## src/rtl/eeprom_slv_pkg.sv

```systemverilog
package eeprom_slv_pkg;

    localparam logic [3:0] DEV_CODE = 4'b1010;

    typedef enum logic [2:0] {
        ST_IDLE,
        ST_CTRL,
        ST_ADDR,
        ST_WDATA,
        ST_ACK,
        ST_TX,
        ST_MACK,
        ST_IGNORE
    } slv_state_e;

    typedef struct packed {
        logic scl;
        logic sda;
        logic rise;
        logic fall;
        logic start;
        logic stop;
    } bus_evt_t;

    function automatic logic ctrl_hit(input logic [7:0] b, input logic [2:0] sel);
        return (b[7:4] == DEV_CODE) && (b[3:1] == sel);
    endfunction

endpackage

```

## src/rtl/bus_sync.sv

```systemverilog
module bus_sync
    import eeprom_slv_pkg::*;
#(
    parameter int STAGES = 2
) (
    input  logic     clk,
    input  logic     rst,
    input  logic     scl_i,
    input  logic     sda_i,
    output bus_evt_t evt
);
    localparam int MSB = STAGES - 1;

    logic [MSB:0] scl_sr, sda_sr;
    logic         scl_q, sda_q;
    logic         scl_s, sda_s;

    always_ff @(posedge clk) begin
        if (rst) begin
            scl_sr <= '1;
            sda_sr <= '1;
            scl_q  <= 1'b1;
            sda_q  <= 1'b1;
        end else begin
            scl_sr <= {scl_sr[MSB-1:0], scl_i};
            sda_sr <= {sda_sr[MSB-1:0], sda_i};
            scl_q  <= scl_sr[MSB];
            sda_q  <= sda_sr[MSB];
        end
    end

    assign scl_s = scl_sr[MSB];
    assign sda_s = sda_sr[MSB];

    always_comb begin
        evt.scl   = scl_s;
        evt.sda   = sda_s;
        evt.rise  = scl_s & ~scl_q;
        evt.fall  = ~scl_s & scl_q;
        evt.start = scl_s & scl_q & sda_q & ~sda_s;
        evt.stop  = scl_s & scl_q & ~sda_q & sda_s;
    end

endmodule

```

## src/rtl/addr_ptr.sv

```systemverilog
module addr_ptr #(
    parameter int ADDR_W = 8,
    parameter int PAGE_W = 4
) (
    input  logic              clk,
    input  logic              rst,
    input  logic              load,
    input  logic [ADDR_W-1:0] load_val,
    input  logic              inc_seq,
    input  logic              inc_page,
    output logic [ADDR_W-1:0] ptr
);
    localparam logic [ADDR_W-1:0] ONE = ADDR_W'(1);

    always_ff @(posedge clk) begin
        if (rst) begin
            ptr <= '0;
        end else if (load) begin
            ptr <= load_val;
        end else if (inc_seq) begin
            ptr <= ptr + ONE;
        end else if (inc_page) begin
            ptr[PAGE_W-1:0] <= ptr[PAGE_W-1:0] + PAGE_W'(1);
        end
    end

    // write bytes never leave the current page
    p_page_keep_r6: assert property (@(posedge clk) disable iff (rst)
        (inc_page && !load) |=> (ptr[ADDR_W-1:PAGE_W] == $past(ptr[ADDR_W-1:PAGE_W])));

endmodule

```

## src/rtl/proto_fsm.sv

```systemverilog
module proto_fsm
    import eeprom_slv_pkg::*;
#(
    parameter int ADDR_W = 8,
    parameter int DATA_W = 8
) (
    input  logic              clk,
    input  logic              rst,
    input  bus_evt_t          evt,
    input  logic [2:0]        dev_sel,
    input  logic              wr_busy,
    input  logic [DATA_W-1:0] mem_rdata,
    input  logic [ADDR_W-1:0] ptr,
    output logic              ptr_load,
    output logic [ADDR_W-1:0] ptr_load_val,
    output logic              ptr_inc_seq,
    output logic              ptr_inc_page,
    output logic              sda_oe,
    output logic              wr_byte_stb,
    output logic [ADDR_W-1:0] wr_addr,
    output logic [DATA_W-1:0] wr_data,
    output logic              wr_stop_stb
);
    localparam int CNT_W = $clog2(DATA_W + 1);
    localparam logic [CNT_W-1:0] FULL = CNT_W'(DATA_W);

    slv_state_e        state, after;
    logic [CNT_W-1:0]  cnt;
    logic [DATA_W-1:0] shreg;
    logic              oe_q, got_data, mack_ok;
    logic              quiet, byte_end;

    assign quiet    = !evt.start && !evt.stop;
    assign byte_end = quiet && evt.fall && (cnt == FULL);

    assign ptr_load     = (state == ST_ADDR) && byte_end;
    assign ptr_load_val = ADDR_W'(shreg);
    assign ptr_inc_page = (state == ST_WDATA) && byte_end;
    assign ptr_inc_seq  = (state == ST_TX) && byte_end;
    assign sda_oe       = oe_q;

    always_ff @(posedge clk) begin
        if (rst) begin
            state       <= ST_IDLE;
            after       <= ST_IDLE;
            cnt         <= '0;
            shreg       <= '0;
            oe_q        <= 1'b0;
            got_data    <= 1'b0;
            mack_ok     <= 1'b0;
            wr_byte_stb <= 1'b0;
            wr_stop_stb <= 1'b0;
            wr_addr     <= '0;
            wr_data     <= '0;
        end else begin
            wr_byte_stb <= 1'b0;
            wr_stop_stb <= 1'b0;
            if (evt.stop) begin
                wr_stop_stb <= got_data;
                got_data    <= 1'b0;
                oe_q        <= 1'b0;
                state       <= ST_IDLE;
            end else if (evt.start) begin
                got_data <= 1'b0;
                oe_q     <= 1'b0;
                cnt      <= '0;
                state    <= ST_CTRL;
            end else begin
                unique case (state)
                    ST_CTRL, ST_ADDR, ST_WDATA: begin
                        if (evt.rise) begin
                            shreg <= {shreg[DATA_W-2:0], evt.sda};
                            cnt   <= cnt + CNT_W'(1);
                        end else if (byte_end) begin
                            cnt <= '0;
                            if (state == ST_CTRL) begin
                                if (ctrl_hit(shreg[7:0], dev_sel) && !wr_busy) begin
                                    oe_q  <= 1'b1;
                                    after <= shreg[0] ? ST_TX : ST_ADDR;
                                    state <= ST_ACK;
                                end else begin
                                    state <= ST_IGNORE;
                                end
                            end else begin
                                oe_q  <= 1'b1;
                                after <= ST_WDATA;
                                state <= ST_ACK;
                                if (state == ST_WDATA) begin
                                    wr_byte_stb <= 1'b1;
                                    wr_addr     <= ptr;
                                    wr_data     <= shreg;
                                    got_data    <= 1'b1;
                                end
                            end
                        end
                    end
                    ST_ACK: begin
                        if (evt.fall) begin
                            if (after == ST_TX) begin
                                shreg <= mem_rdata;
                                oe_q  <= ~mem_rdata[DATA_W-1];
                                cnt   <= CNT_W'(1);
                            end else begin
                                oe_q <= 1'b0;
                                cnt  <= '0;
                            end
                            state <= after;
                        end
                    end
                    ST_TX: begin
                        if (evt.fall) begin
                            if (cnt == FULL) begin
                                oe_q  <= 1'b0;
                                state <= ST_MACK;
                            end else begin
                                oe_q  <= ~shreg[DATA_W-2];
                                shreg <= {shreg[DATA_W-2:0], 1'b0};
                                cnt   <= cnt + CNT_W'(1);
                            end
                        end
                    end
                    ST_MACK: begin
                        if (evt.rise) begin
                            mack_ok <= ~evt.sda;
                        end else if (evt.fall) begin
                            if (mack_ok) begin
                                shreg <= mem_rdata;
                                oe_q  <= ~mem_rdata[DATA_W-1];
                                cnt   <= CNT_W'(1);
                                state <= ST_TX;
                            end else begin
                                state <= ST_IGNORE;
                            end
                        end
                    end
                    default: ;
                endcase
            end
        end
    end

    p_stop_idle_r1: assert property (@(posedge clk) disable iff (rst)
        evt.stop |=> (state == ST_IDLE && !oe_q));

    p_ack_hold_r3: assert property (@(posedge clk) disable iff (rst)
        (state == ST_ACK && !evt.fall && quiet) |=> oe_q);

    p_ignore_silent_r4: assert property (@(posedge clk) disable iff (rst)
        (state == ST_IGNORE) |-> !oe_q);

    p_byte_src_r6: assert property (@(posedge clk) disable iff (rst)
        wr_byte_stb |-> ($past(state) == ST_WDATA));

    p_busy_no_ack_r11: assert property (@(posedge clk) disable iff (rst)
        ($rose(oe_q) && $past(state) == ST_CTRL) |-> !$past(wr_busy));

    p_stop_stb_r12: assert property (@(posedge clk) disable iff (rst)
        wr_stop_stb |-> $past(evt.stop));

    p_oe_on_edge_r13: assert property (@(posedge clk) disable iff (rst)
        !$stable(oe_q) |-> $past(evt.fall || evt.start || evt.stop));

    p_start_ctrl_r14: assert property (@(posedge clk) disable iff (rst)
        evt.start |=> (state == ST_CTRL && cnt == '0));

endmodule

```

## src/rtl/eeprom_bus_slave.sv

```systemverilog
module eeprom_bus_slave
    import eeprom_slv_pkg::*;
#(
    parameter int ADDR_W      = 8,
    parameter int DATA_W      = 8,
    parameter int PAGE_W      = 4,
    parameter int SYNC_STAGES = 2
) (
    input  logic              clk,
    input  logic              rst,
    input  logic              scl_i,
    input  logic              sda_i,
    output logic              sda_oe,
    input  logic [2:0]        dev_sel,
    input  logic              wr_busy,
    output logic [ADDR_W-1:0] mem_addr,
    input  logic [DATA_W-1:0] mem_rdata,
    output logic              wr_byte_stb,
    output logic [ADDR_W-1:0] wr_addr,
    output logic [DATA_W-1:0] wr_data,
    output logic              wr_stop_stb
);
    bus_evt_t          evt;
    logic [ADDR_W-1:0] ptr, ptr_load_val;
    logic              ptr_load, ptr_inc_seq, ptr_inc_page;

    bus_sync #(.STAGES(SYNC_STAGES)) i_sync (
        .clk   (clk),
        .rst   (rst),
        .scl_i (scl_i),
        .sda_i (sda_i),
        .evt   (evt)
    );

    addr_ptr #(.ADDR_W(ADDR_W), .PAGE_W(PAGE_W)) i_ptr (
        .clk      (clk),
        .rst      (rst),
        .load     (ptr_load),
        .load_val (ptr_load_val),
        .inc_seq  (ptr_inc_seq),
        .inc_page (ptr_inc_page),
        .ptr      (ptr)
    );

    proto_fsm #(.ADDR_W(ADDR_W), .DATA_W(DATA_W)) i_fsm (
        .clk          (clk),
        .rst          (rst),
        .evt          (evt),
        .dev_sel      (dev_sel),
        .wr_busy      (wr_busy),
        .mem_rdata    (mem_rdata),
        .ptr          (ptr),
        .ptr_load     (ptr_load),
        .ptr_load_val (ptr_load_val),
        .ptr_inc_seq  (ptr_inc_seq),
        .ptr_inc_page (ptr_inc_page),
        .sda_oe       (sda_oe),
        .wr_byte_stb  (wr_byte_stb),
        .wr_addr      (wr_addr),
        .wr_data      (wr_data),
        .wr_stop_stb  (wr_stop_stb)
    );

    assign mem_addr = ptr;

endmodule

```

## config.mk

```make
export PLATFORM = sky130hd
export DESIGN_NAME = eeprom_bus_slave
export DESIGN_NICKNAME = d
export VERILOG_FILES = /design/src/rtl/eeprom_slv_pkg.sv /design/src/rtl/bus_sync.sv /design/src/rtl/addr_ptr.sv /design/src/rtl/proto_fsm.sv /design/src/rtl/eeprom_bus_slave.sv
export SDC_FILE = /design/constraint.sdc
export NUM_CORES = 1
export LEC_CHECK = 0
export CORE_MARGIN = 2
export CORE_UTILIZATION = 53
export DETAILED_ROUTE_END_ITERATION = 10
export PLACE_DENSITY = 0.77
export SLEW_MARGIN = 20
export SYNTH_ARGS = -nofsm -noshare
export SYNTH_HDL_FRONTEND = slang
export SYNTH_SLANG_ARGS = --single-unit
```

## constraint.sdc

```tcl
create_clock -name clk -period 2.3 [get_ports clk]
set_input_delay 0.23 -clock clk [delete_from_list [all_inputs] [get_ports clk]]
set_output_delay 0.23 -clock clk [all_outputs]
set_load 0.05 [all_outputs]
```

==> impl_results.md, run 1 <==
- Post-route cell area: 0.00323 mm2
- Avg Cell Area, Syn: 7.93 um2
- Element type at the critical path start: flip-flop
- Cts-stage hold buffer count: 0
- Worst EP required: 2.55 ns
- Largest net degree at the start of global routing: 43
- Cell breakdown of the critical path: nor2b_1 -> nor3b_1 -> or3_1 -> or3_1 -> a21oi_1
- Non-filler cells, final: 439
- Die Y: 74.7 um
- CTS Buf Count: 5
- Syn-to-layout area delta: 22.0%
- Die area: 0.00558 mm2
- Vias per cell: 5.55
- Worst skew pair latency: 0.31 ns
- Initial DRC count: 209
- Clock sink count: 53
- VDD IR max: 0.411 mV
- Pins Over Slew Limit: 0
- Site row count: 25
- Yosys warning count: 0
- Final min period: 2.06 ns
- FMAX: 485 MHz
- ANT cells: 0
- # DRC: 0
- Final Cycle Share: 89.6%
- Number of gates resized after cts: 0
- Hold Path Class: reg -> reg
- Final Wtd Congestion: 0.926
- Post-Route WL: 6290 um
- Overall global routing resource usage: 24.3%
- Vias in the first global route: 2,177
- Setup Buffers After CTS: 0
- ANT nets after route: 0
- Slew HR: 63.3%
- Core ar.: 0.00479 mm2
- Port buffer count: 42
- Number of synthesized flops with an enable pin: 0
- Remaining Overflow, GRT: 0
- Slowest stage cell, crit path: dfxtp_1
- Dpl hpwl: 4640 um
- Placed Instances: 431
- Mapped Cells: 334
- Asr flop ratio synth: 0%
- Top delay family on crit path: simple AND/OR/NAND/NOR gates
- Layout Nets: 390
- First-pass iteration count of the detailed router: 4
- CTS H-tree lvls: 2
- Predominant post-synthesis flop cell: dfxtp_1
- Synth Net Count: 353
- LEAKAGE: 1.08 nW
- Layout cells sized above 1: 8.60%
- Crit path top cell by count: or3_1
- Via count: 2,436
- Worst Clk Skew: 0.00518 ns
- Setup violators final: 0
- Die X: 74.7 um
- Critical path fanouts, max: 18
- Commonest non-fill, non-tap cells in the layout: nand2_1, dfxtp_1, clkdlybuf4s50_1
- Initial antenna violation count: 0
- Top Ports: 43
- Setup CP Type: reg -> reg
- CP Capture Type: flip-flop
- Final TNS setup: 0 ns
- CTS Root Cell: clkbuf_8
- Drt wl/cell: 14.3 um
- Commonest non-fill, non-tap cell in the layout: nand2_1
- Buf+Inv Stages, Crit Path: 0
- PwrDens: 484 mW/mm2
- Maxcap violations: 0
- First-pass GRT wire length: 10,500 um
- Worst Max-Slew Pin Slew: 0.547 ns
- Worst-path clk slew: 0.10 ns
- Clock tree from TritonCTS: yes
- Initial core utilization: 55.3%
- Synth cell types: 49
- Dpl cell area: 0.00314 mm2
- Final Hold Viols: 0
- Status: finished, final reports clean
- Worst Path Arrival: 2.31 ns
- Synthesized cell area: 0.00265 mm2
- Sequential area share after synthesis: 40.1%
- Unrepaired setup endpoints after global routing: false
- Crit path largest cell delay: 0.66 ns
- CTS max path bufs: 2
- Count of state elements after synthesis: 53
through the flow:
stage,utilization (%),total power [mW],hold slack [ns],setup slack (ns)
CTS,67.5,1.58,0.420,0.234
finish,67.5,1.56,0.417,0.240
global placement,65.6,1.05,0.392,0.330
floorplan,-,1.01,0.334,0.494
global route,67.5,1.63,0.439,0.0218
detailed placement,65.6,1.05,0.398,0.271
final timing paths:
check | startpoint | end | slack, ns | cells after the start
min | i_sync.sda_sr[0] | i_sync.sda_sr[1] | 0.42 | 1
max reg2reg | i_fsm.state[1] | i_fsm.ptr_load_val[0] | 0.24 | 5
max | i_fsm.state[1] | i_fsm.ptr_load_val[0] | 0.24 | 5
min reg2reg | i_sync.sda_sr[0] | i_sync.sda_sr[1] | 0.42 | 1
area by class of cell:
cell class,count,area (um2)
well taps,67,83.8
flip-flops and latches,53,1060
repair buffers,53,515
inverters,6,22.5
clock buffers,5,68.8
fillers,410,1550
multi-input cells,252,1460
clock inverters,3,21.3
where the power goes:
group	total, mW	switching [mW]	internal [mW]
registers	0.930	0.00735	0.923
logic	0.0972	0.0513	0.0459
clock network	0.535	0.318	0.217
total	1.56	0.377	1.19
worst register-to-register path, cell delays in order (launching register included):
cell     delay (ns)
dfxtp_1        0.66
nor2b_1        0.12
nor3b_1        0.16
or3_1          0.51
or3_1          0.42
a21oi_1        0.12
cell families after synthesis:
group | Yosys count | synth area share [%]
compound gates | 87 | 20.6
xor+xnor | 3 | 0.992
fa+ha+maj | 3 | 1.42
buf+inv | 29 | 4.87
flops | 53 | 40.1
mux | 9 | 3.45
simple gates | 150 | 28.6
Yosys cell counts (all sizes together) (4+ instances only):
cell type | n | share of area (%)
and3b | 4 | 1.3
nor2 | 23 | 3.4
a211o | 7 | 2.3
or2 | 7 | 1.7
nor3 | 7 | 1.3
nand2 | 61 | 8.6
mux2i | 8 | 3.0
nand2b | 9 | 2.1
nor3b | 4 | 1.1
buf | 12 | 2.5
nand3 | 7 | 1.3
clkbuf | 11 | 1.6
inv | 6 | 0.85
o22ai | 4 | 0.94
nor2b | 6 | 1.4
dfxtp | 53 | 40
o21ai | 17 | 3.2
a21oi | 35 | 6.6
or3 | 5 | 1.2
and3 | 6 | 1.4
state kept, by name (all words and copies together), names as in the netlist, 2 cells and up:
signal	count
i_fsm.cnt	4
i_fsm.after	3
i_sync.sda_sr	2
i_fsm.ptr_load_val	8
i_sync.scl_sr	2
i_fsm.wr_data	8
i_fsm.state	3
i_ptr.ptr	8
i_fsm.wr_addr	8
per-layer routing:
| metal | up-vias | global-route usage, % | share of wire (%) |
|---|---|---|---|
| li1 | 1241 | - | - |
| met1 | 1125 | 34.1 | 48 |
| met2 | 60 | 38.2 | 46 |
| met3 | 10 | 4.02 | 4.8 |
| met4 | 0 | 8.13 | 1.5 |
| met5 | - | 0 | 0 |
No activity file was read; power rests on OpenSTA's default activity.
==> run 2, diff against run 1 <==
--- a/config.mk
+++ b/config.mk
@@ -5,7 +5,8 @@
 export SDC_FILE = /design/constraint.sdc
 export NUM_CORES = 1
 export LEC_CHECK = 0
-export CORE_MARGIN = 2
+export ABC_CLOCK_PERIOD_IN_PS = 2020
+export CORE_MARGIN = 5
 export CORE_UTILIZATION = 53
 export DETAILED_ROUTE_END_ITERATION = 10
 export PLACE_DENSITY = 0.77
==> constraint.sdc (replaced) <==
create_clock -name clk -period 2.02 [get_ports clk]
set_input_delay 0.202 -clock clk [delete_from_list [all_inputs] [get_ports clk]]
set_output_delay 0.202 -clock clk [all_outputs]
set_load 0.05 [all_outputs]
==> run 2 against run 1 <==
Effect of this change:
- critical path depth up 1
- clock skew grew 0.0045 ns
- die area grew 17%
- register-to-register slack got worse by 0.12 ns
- power up 24%
- combinational power rose by 21%
- flip-flop and latch count is the same
- utilization rose by 2.9 points
- highest routed layer unchanged
==> impl_results.md, run 2 (synthesis results as in run 1) <==
- R2R Setup Slk: 0.12 ns
- FF-to-FF path depth: 6
- Worst skew pair latency: 0.31 ns
- Via count: 2,555
- Post-layout util: 70.5%
- Die area: 0.00651 mm2
- Critical Path Start: i_fsm.state[1]
- Worst Path Arrival: 2.09 ns
- Vias per cell: 5.63
- Worst reg2reg endpoint: i_ptr.ptr[0]
- Final Hold Viols: 0
- CTS H-tree lvls: 2
- Hold Path Class: reg -> reg
- Final min period: 1.90 ns
- Largest net degree at the start of global routing: 46
- CTS Root Cell: clkbuf_8
- LEAKAGE: 1.16 nW
- Vias in the first global route: 2,368
- Worst Max-Slew Pin Slew: 0.568 ns
- Die X: 80.7 um
- Post-Route WL: 6990 um
- Syn-to-layout area delta: 27.3%
- Initial core utilization: 55.3%
- Cts-stage hold buffer count: 0
- CP Capture Type: flip-flop
- WHS: 0.415 ns
- Pins Over Slew Limit: 0
- Initial antenna violation count: 0
- Commonest non-fill, non-tap cells in the layout: nand2_1, dfxtp_1, clkdlybuf4s50_1
- Core ar.: 0.00479 mm2
- ANT nets after route: 0
- CTS max path bufs: 2
- Non-filler cells, final: 454
- Remaining Overflow, GRT: 0
- Layout Nets: 405
- First-pass iteration count of the detailed router: 6
- Critical path fanouts, max: 12
- Setup CP Type: reg -> reg
- PwrDens: 574 mW/mm2
- Commonest non-fill, non-tap cell in the layout: nand2_1
- Dpl cell area: 0.00321 mm2
- Site row count: 25
- Port buffer count: 42
- Worst-path clk slew: 0.10 ns
- Unrepaired setup endpoints after global routing: true
- VDD IR max: 0.454 mV
- Worst Clk Skew: 0.00972 ns
- Maxcap violations: 0
- Worst EP required: 2.21 ns
- Overall global routing resource usage: 22.0%
- # DRC: 0
- FMAX: 526 MHz
- Die Y: 80.7 um
- Final TNS setup: 0 ns
- Element type at the critical path start: flip-flop
- CTS Buf Count: 5
- Initial DRC count: 223
- Clock tree from TritonCTS: yes
- Layout cells sized above 1: 12.9%
- CP endpoint: i_ptr.ptr[0]
- Top Ports: 43
- Post-route cell area: 0.00337 mm2
- Drt wl/cell: 15.4 um
- Setup violators final: 0
- Slew HR: 62.0%
- Reg2reg start: i_fsm.state[1]
- Dpl hpwl: 4830 um
- ANT cells: 0
- Clock sink count: 53
- First-pass GRT wire length: 11,200 um
- Placed Instances: 442
- Final Wtd Congestion: 0.941
- Final Cycle Share: 94.1%
- Status: finished, final reports clean
-- run 2: area by class of cell --
type | count | area (um2)
inverters | 6 | 22.5
repair buffers | 67 | 608
fillers | 399 | 1410
well taps | 67 | 83.8
clock buffers | 6 | 82.6
clock inverters | 2 | 37.5
multi-input cells | 253 | 1480
flip-flops and latches | 53 | 1060
-- run 2: report_power, final --
part	switching [mW]	leakage, nW	total, mW	internal (mW)
sequential	0.00999	0.429	1.06	1.05
combinational	0.0619	0.672	0.118	0.0560
clock	0.355	0.0574	0.758	0.403
total	0.427	1.16	1.94	1.51
-- run 2: critical path, cell delays in order, from the launching register on --
cell	delay, ns
dfxtp_1	0.58
nand2b_1	0.23
nor4_4	0.41
buf_4	0.19
nor3_1	0.04
a221oi_1	0.25
nor2_1	0.08
-- run 2: per-stage QoR --
stage	setup slack (ns)	total power, mW
floorplan	0.214	1.15
global placement	0.0698	1.20
detailed placement	-0.000365	1.20
CTS	0.0364	1.94
global route	-0.0436	2.01
finish	0.119	1.94
-- run 2: layer usage --
metal	global-route usage, %	wire, um
met4	8.78	137
met1	28.9	3120
met2	35.5	3310
met3	3.81	414
met5	0	0
-- run 2: worst min path at each step --
stage	slack (ns)	from	depth (start not counted)	end
finish	0.41	i_sync.sda_sr[0]	1	i_sync.sda_sr[1]
CTS	0.42	i_sync.sda_sr[0]	1	i_sync.sda_sr[1]
detailed placement	0.39	i_sync.sda_sr[0]	1	i_sync.sda_sr[1]
floorplan	0.31	scl_i	1	i_sync.scl_sr[0]
global route	0.44	i_sync.scl_sr[0]	1	i_sync.scl_sr[1]
global placement	0.40	i_sync.sda_sr[0]	1	i_sync.sda_sr[1]
-- run 2: timing repair --
item	4_1_cts	5_1_grt
endpoints found under the setup margin	1	23
gates resized for setup	0	3
pin swaps	0	1
gates cloned	0	1
buffers inserted	2	1
